==> src/rtl/bt_pkg.sv <==
package bt_pkg;

    typedef enum logic [1:0] {
        OP_ACT = 2'd0,
        OP_RD  = 2'd1,
        OP_WR  = 2'd2,
        OP_PRE = 2'd3
    } bt_op_e;

    // round a picosecond limit up to whole clock cycles, never below one
    function automatic int cyc_of(input int lim_ps, input int clk_ps);
        int c;
        c = (lim_ps + clk_ps - 1) / clk_ps;
        return (c < 1) ? 1 : c;
    endfunction

    function automatic int imax(input int a, input int b);
        return (a > b) ? a : b;
    endfunction

endpackage

==> src/rtl/bt_gap.sv <==
module bt_gap #(
    parameter int GAP_CYC = 2
) (
    input  logic clk,
    input  logic rst_n,
    input  logic start_i,
    output logic clear_o
);
    localparam int GW = $clog2(GAP_CYC + 1);

    logic [GW-1:0] cnt_d, cnt_q;

    always_comb begin
        cnt_d = cnt_q;
        if (cnt_q != '0) cnt_d = cnt_q - GW'(1);
        if (start_i)     cnt_d = GW'(GAP_CYC - 1);
    end

    always_ff @(posedge clk) begin
        if (!rst_n) cnt_q <= '0;
        else        cnt_q <= cnt_d;
    end

    assign clear_o = (cnt_q == '0);

endmodule

==> src/rtl/bt_bank.sv <==
module bt_bank #(
    parameter int RCD_CYC     = 3,
    parameter int RAS_MIN_CYC = 7,
    parameter int RAS_MAX_CYC = 24000,
    parameter int RP_CYC      = 4,
    parameter int RC_CYC      = 11
) (
    input  logic clk,
    input  logic rst_n,
    input  logic act_i,
    input  logic pre_i,
    output logic act_ok_o,
    output logic col_ok_o,
    output logic pre_ok_o,
    output logic open_o,
    output logic overdue_o
);
    localparam int MAXC = bt_pkg::imax(bt_pkg::imax(RCD_CYC, RAS_MIN_CYC),
                          bt_pkg::imax(bt_pkg::imax(RAS_MAX_CYC, RP_CYC), RC_CYC));
    localparam int CW   = $clog2(MAXC + 1);

    typedef struct packed {
        logic          open;
        logic          late;
        logic [CW-1:0] rcd;
        logic [CW-1:0] ras;
        logic [CW-1:0] rp;
        logic [CW-1:0] rc;
        logic [CW-1:0] tmax;
    } bank_st_t;

    bank_st_t st_d, st_q;

    function automatic logic [CW-1:0] dn(input logic [CW-1:0] v);
        return (v == '0) ? v : v - CW'(1);
    endfunction

    always_comb begin
        st_d      = st_q;
        st_d.rcd  = dn(st_q.rcd);
        st_d.ras  = dn(st_q.ras);
        st_d.rp   = dn(st_q.rp);
        st_d.rc   = dn(st_q.rc);
        st_d.tmax = dn(st_q.tmax);
        if (st_q.open && st_q.tmax == '0) st_d.late = 1'b1;
        if (act_i) begin
            st_d.open = 1'b1;
            st_d.late = 1'b0;
            st_d.rcd  = CW'(RCD_CYC - 1);
            st_d.ras  = CW'(RAS_MIN_CYC - 1);
            st_d.rc   = CW'(RC_CYC - 1);
            st_d.tmax = CW'(RAS_MAX_CYC - 1);
        end else if (pre_i) begin
            st_d.open = 1'b0;
            st_d.late = 1'b0;
            st_d.rp   = CW'(RP_CYC - 1);
        end
    end

    always_ff @(posedge clk) begin
        if (!rst_n) st_q <= '0;
        else        st_q <= st_d;
    end

    assign act_ok_o  = !st_q.open && st_q.rp == '0 && st_q.rc == '0;
    assign col_ok_o  = st_q.open && st_q.rcd == '0;
    assign pre_ok_o  = st_q.open && st_q.ras == '0;
    assign open_o    = st_q.open;
    assign overdue_o = st_q.late;


    rcd_hold_chk: assert property (@(posedge clk) disable iff (!rst_n)
        (RCD_CYC > 1 && act_i) |=> (open_o && !col_ok_o));

    ras_hold_chk: assert property (@(posedge clk) disable iff (!rst_n)
        (RAS_MIN_CYC > 1 && act_i) |=> !pre_ok_o);

    rp_hold_chk: assert property (@(posedge clk) disable iff (!rst_n)
        (RP_CYC > 1 && pre_i) |=> (!open_o && !act_ok_o));

    late_open_chk: assert property (@(posedge clk) disable iff (!rst_n)
        overdue_o |-> open_o);

endmodule

==> src/rtl/bank_timing_tracker.sv <==
module bank_timing_tracker #(
    parameter int CLK_PS     = 5000,
    parameter int RCD_PS     = 15000,
    parameter int RAS_MIN_PS = 35000,
    parameter int RAS_MAX_PS = 120000000,
    parameter int RP_PS      = 16000,
    parameter int RC_PS      = 55000,
    parameter int RRD_PS     = 10000
) (
    input  logic       clk,
    input  logic       rst_n,
    input  logic       cmd_valid,
    input  logic [1:0] cmd_op,
    input  logic [1:0] cmd_bank,
    input  logic       cmd_all,
    output logic [3:0] act_ok,
    output logic [3:0] col_ok,
    output logic [3:0] pre_ok,
    output logic [3:0] row_open,
    output logic [3:0] overdue,
    output logic       violation
);
    import bt_pkg::*;

    localparam int NB          = 4;
    localparam int RCD_CYC     = cyc_of(RCD_PS, CLK_PS);
    localparam int RAS_MIN_CYC = cyc_of(RAS_MIN_PS, CLK_PS);
    localparam int RAS_MAX_CYC = cyc_of(RAS_MAX_PS, CLK_PS);
    localparam int RP_CYC      = cyc_of(RP_PS, CLK_PS);
    localparam int RC_CYC      = cyc_of(RC_PS, CLK_PS);
    localparam int RRD_CYC     = cyc_of(RRD_PS, CLK_PS);

    typedef struct packed {
        logic viol;
    } top_st_t;

    top_st_t         st_d, st_q;
    bt_op_e          op;
    logic            legal;
    logic            accept;
    logic [NB-1:0]   sel;
    logic [NB-1:0]   act_go, pre_go;
    logic [NB-1:0]   bank_act_ok;
    logic            rrd_clear;

    assign op  = bt_op_e'(cmd_op);
    assign sel = NB'(1) << cmd_bank;

    always_comb begin
        st_d = st_q;
        unique case (op)
            OP_ACT:       legal = act_ok[cmd_bank];
            OP_RD, OP_WR: legal = col_ok[cmd_bank];
            default:      legal = cmd_all ? (&(pre_ok | ~row_open))
                                          : pre_ok[cmd_bank];
        endcase
        accept = cmd_valid && legal;
        act_go = (accept && op == OP_ACT) ? sel : '0;
        pre_go = (accept && op == OP_PRE) ? (cmd_all ? '1 : sel) : '0;
        if (cmd_valid && !legal) st_d.viol = 1'b1;
    end

    always_ff @(posedge clk) begin
        if (!rst_n) st_q <= '0;
        else        st_q <= st_d;
    end

    bt_gap #(.GAP_CYC(RRD_CYC)) u_rrd (
        .clk     (clk),
        .rst_n   (rst_n),
        .start_i (|act_go),
        .clear_o (rrd_clear)
    );

    for (genvar b = 0; b < NB; b++) begin : g_bank
        bt_bank #(
            .RCD_CYC     (RCD_CYC),
            .RAS_MIN_CYC (RAS_MIN_CYC),
            .RAS_MAX_CYC (RAS_MAX_CYC),
            .RP_CYC      (RP_CYC),
            .RC_CYC      (RC_CYC)
        ) u_bank (
            .clk       (clk),
            .rst_n     (rst_n),
            .act_i     (act_go[b]),
            .pre_i     (pre_go[b]),
            .act_ok_o  (bank_act_ok[b]),
            .col_ok_o  (col_ok[b]),
            .pre_ok_o  (pre_ok[b]),
            .open_o    (row_open[b]),
            .overdue_o (overdue[b])
        );
    end

    assign act_ok    = bank_act_ok & {NB{rrd_clear}};
    assign violation = st_q.viol;


    viol_sticky_chk: assert property (@(posedge clk) disable iff (!rst_n)
        violation |=> violation);

    ignored_cmd_chk: assert property (@(posedge clk) disable iff (!rst_n)
        (cmd_valid && !legal) |=> ($stable(row_open) && violation));

    rrd_gap_chk: assert property (@(posedge clk) disable iff (!rst_n)
        (RRD_CYC > 1 && (|act_go)) |=> (act_ok == '0));

    pre_all_chk: assert property (@(posedge clk) disable iff (!rst_n)
        (accept && op == OP_PRE && cmd_all) |=> (row_open == '0));

    one_act_chk: assert property (@(posedge clk) disable iff (!rst_n)
        $onehot0(act_go));

endmodule

==> config.mk <==
export PLATFORM = sky130hd
export DESIGN_NAME = bank_timing_tracker
export DESIGN_NICKNAME = d
export VERILOG_FILES = /design/src/rtl/bt_pkg.sv /design/src/rtl/bt_gap.sv /design/src/rtl/bt_bank.sv /design/src/rtl/bank_timing_tracker.sv
export SDC_FILE = /design/constraint.sdc
export NUM_CORES = 1
export LEC_CHECK = 0
export BUFFER_PORTS_ARGS = -buffer_cell sky130_fd_sc_hd__buf_2
export CAP_MARGIN = 25
export CORE_ASPECT_RATIO = 0.5
export CORE_UTILIZATION = 60
export CTS_CLUSTER_DIAMETER = 30
export DETAILED_ROUTE_END_ITERATION = 8
export HOLD_SLACK_MARGIN = 0.02
export PLACE_DENSITY = 0.77
export SYNTH_ARGS = -nofsm -noshare
export SYNTH_HDL_FRONTEND = slang
export SYNTH_SLANG_ARGS = --single-unit
==> constraint.sdc <==
create_clock -name clk -period 4.8 [get_ports clk]
set_input_delay 0.48 -clock clk [delete_from_list [all_inputs] [get_ports clk]]
set_output_delay 0.48 -clock clk [all_outputs]
set_load 0.01 [all_outputs]
==> impl_metrics.json <==
{
  "grt_pass1_vias": 11678,
  "yosysTopAreaCellShare_pct": 42.8,
  "area_delta_synth_final_pct": 11.0,
  "clock_skew_ps": 22.9,
  "placementRows": 39,
  "p_seq_share_pct": 33.0,
  "vdd_drop_max_v": 0.000411,
  "required_ps": 5200,
  "grt_use_met3_pct": 4.48,
  "synth_warnings": 0,
  "cp-end-kind": "register",
  "drv_slew": 0,
  "synth.area.top_cells": "dfxtp_1 (43%), xnor2_1 (8.8%), nor2_1 (8.4%)",
  "power_switching_share_pct": 40.0,
  "async_flop_share_pct": 0,
  "cts_tree": "done",
  "totalNegativeSetupSlack_ps": 0,
  "clkSinkCount": 311,
  "grt_pass1_wl_um": 52100,
  "start_util_pct": 62.5,
  "rsz0062_at_grt": "false",
  "dominantRegCellSynth": "dfxtp_1",
  "die_y_um": 112,
  "gr-usage-met1_pct": 30.3,
  "clockPowerShare_pct": 21.6,
  "comb_power_share_pct": 45.4,
  "ctsResizeCount": 0,
  "status": "finished, final reports clean",
  "numCtsBuffers": 37,
  "drive_gt1_share_pct": 8.77,
  "diodes": 0,
  "worstPathMaxFanout": 31,
  "holdWs_ps": 314,
  "synth_top_cell_by_area": "dfxtp_1",
  "grt_max_degree": 45,
  "firstDrtPassIters": 8,
  "vias": 11743,
  "max_freq_mhz": 245,
  "synth-edff-count": 0,
  "path_class": "register to register",
  "syn_area_um2": 14600,
  "p_int_mw": 8.06,
  "place_inst": 1974,
  "synth_nets": 1727,
  "hold_viol_final": 0,
  "finalNonFillerCells": 2041,
  "switching_power_mw": 5.38,
  "syn_avg_cell_area_um2": 8.65,
  "ys_seq_elements": 311,
  "num_io_pins": 29,
  "totalWireLength_um": 30300,
  "post-route-min-period_ps": 4090,
  "tightest_slew_ps": 961,
  "gr-usage-all-layers_pct": 24.6,
  "ys_types": 65,
  "avgViaCountPerCell": 5.75,
  "grt_overflow": 0,
  "grt-busiest-layer": "met2",
  "clkTransAtPathRegs_ps": 60,
  "clk_latency_ps": 520,
  "max-clock-path-buffers": 3,
  "ant_nets": 0,
  "p_leak_nw": 6.34,
  "post_cts_buffers": 0,
  "routedWlPerCell_um": 14.9,
  "fin_util_pct": 69.4,
  "die_w_um": 222,
  "nets": 1752,
  "cts_max_level": 2,
  "fin_crit_sh_pct": 85.2,
  "hold_class": "input port to register",
  "dieArea_um2": 24900,
  "whs_path_depth": 3,
  "drtIter0Drc": 848,
  "syn_inst": 1683,
  "drcViolationCount": 0,
  "crit_path_start_kind": "register",
  "antenna_found_initial": 0,
  "max-slew-margin-rel_pct": 35.6,
  "gp_congestion": 0.832,
  "ys_seq_area_share_pct": 42.8,
  "power_density_nw_per_um2": 832,
  "coreArea_um2": 23300,
  "cts_hold_buf": 0,
  "grtUsageMet2_pct": 43.6,
  "hpwlAfterDp_um": 20600,
  "cts_root_buffer": "clkbuf_16",
  "port_buffers": 28,
  "rr_worst_depth": 8,
  "arrival_ps": 4480,
  "setup_viol": 0,
  "drv_cap": 0
}
==> stage by stage <==
| stage | power [mW] | setup WS (ps) | area, µm² |
|---|---|---|---|
| 2_1_floorplan | 9.26 | 1520 | 14600 |
| 3_3_place_gp | 10.1 | 990 | 14900 |
| 3_5_place_dp | 10.4 | 790 | 14900 |
| 4_1_cts | 13.5 | 775 | 16100 |
| 5_1_grt | 14.5 | 261 | 16200 |
| 6_report | 13.4 | 710 | 16200 |
==> registers in the layout (all words and copies together) (netlist names) <==
register                 cells
g_bank.u_bank.st_q         300
u_rrd.cnt_q                  2
g_bank.u_bank.open_o         4
violation                    1
g_bank.u_bank.overdue_o      4
==> cells by family (layout without fill, tap and decap cells) <==
kind of cell               count (synthesis)  in the layout  share of synthesized area (%)
AOI/OAI and AO/OA                        192            192                           8.93
xor gates and xnor gates                 224            224                           13.5
adders and majority gates                 36             36                           3.10
buffers and inverters                    119            170                           3.93
muxes                                      9              9                          0.645
and+or+nand+nor                          792            792                           27.1
DFF                                      311            311                           42.8
==> synth_stat cells, drive strengths merged (11+ instances only) <==
master,instances
ha,36
nand2b,11
nor2,333
nand3b,12
o21ai,19
clkbuf,21
nand3,34
o31ai,13
buf,42
xnor2,146
nand2,107
o21a,37
nor3b,11
xor2,78
dfxtp,311
nor4,75
or4,30
inv,55
a21oi,85
nand4,25
nor3,79
or3,19
==> worst max-delay path, cell delays in order, from the launching register on <==
cell and delay (ps):
dfxtp_1 340, nor4_1 810, nand4_1 560, nor2_1 340, a211oi_1 140, o311ai_0 720, a31o_2 710, buf_4 280
nor2_1 60
==> final timing paths <==
path	from	to	slack [ps]
max	g_bank[0].u_bank.st_q[51]	g_bank[0].u_bank.st_q[70]	710
min	cmd_valid	violation	310
max reg2reg	g_bank[0].u_bank.st_q[51]	g_bank[0].u_bank.st_q[70]	710
min reg2reg	g_bank[3].u_bank.st_q[44]	g_bank[3].u_bank.st_q[44]	470
==> power groups by stage <==
| stage | Combinational [mW] | Clock [mW] | Sequential, mW |
|---|---|---|---|
| 3_5_place_dp | 5.99 | 0 | 4.45 |
| 5_1_grt | 6.87 | 3.07 | 4.57 |
| 2_1_floorplan | 5.00 | 0 | 4.26 |
| 4_1_cts | 6.09 | 2.96 | 4.42 |
| 6_report | 6.10 | 2.90 | 4.44 |
| 3_3_place_gp | 5.71 | 0 | 4.37 |
==> cell usage in the layout (no fill, tap or decap), drive strengths merged, types with 4 or more instances in the layout <==
cell and instances:
and3 6, clkinvlp 4, buf 48, nor3b 11, xor2 78, and2 6
inv 61, nand2b 11, clkbuf 47, nand4b 4, dfxtp 311, or3b 4
nand4 25, a211o 5, or4 30, o41ai 6, nor2 333, a31oi 9
xnor2 146, nor3 79, clkinv 6, o31a 4, nand2 107, nor4b 10
o21ai 19, nor4 75, nand3 34, or3 19, o21a 37, o31ai 13
nor2b 10, ha 36, a21oi 85, nand3b 12, mux2i 6, or2 4
bufinv 4
==> metal layers <==
layer / vias up / wire length (µm) / share of wire (%)
met5: - / 0 / 0
met4: 0 / 711 / 2.3
met3: 67 / 1430 / 4.7
met2: 259 / 14600 / 48
met1: 5568 / 13600 / 45
li1: 5849 / - / -
==> cell type report <==
class                           instances  area (µm²)
Timing Repair Buffer                   49         303
Fill cell                            1762        7120
Clock inverter                         19         230
Multi-Input combinational cell       1253        7750
Inverter                               56         210
Tap cell                              307         384
Clock buffer                           46        1050
Sequential cell                       311        6230
(Power assumes the default switching activity.)
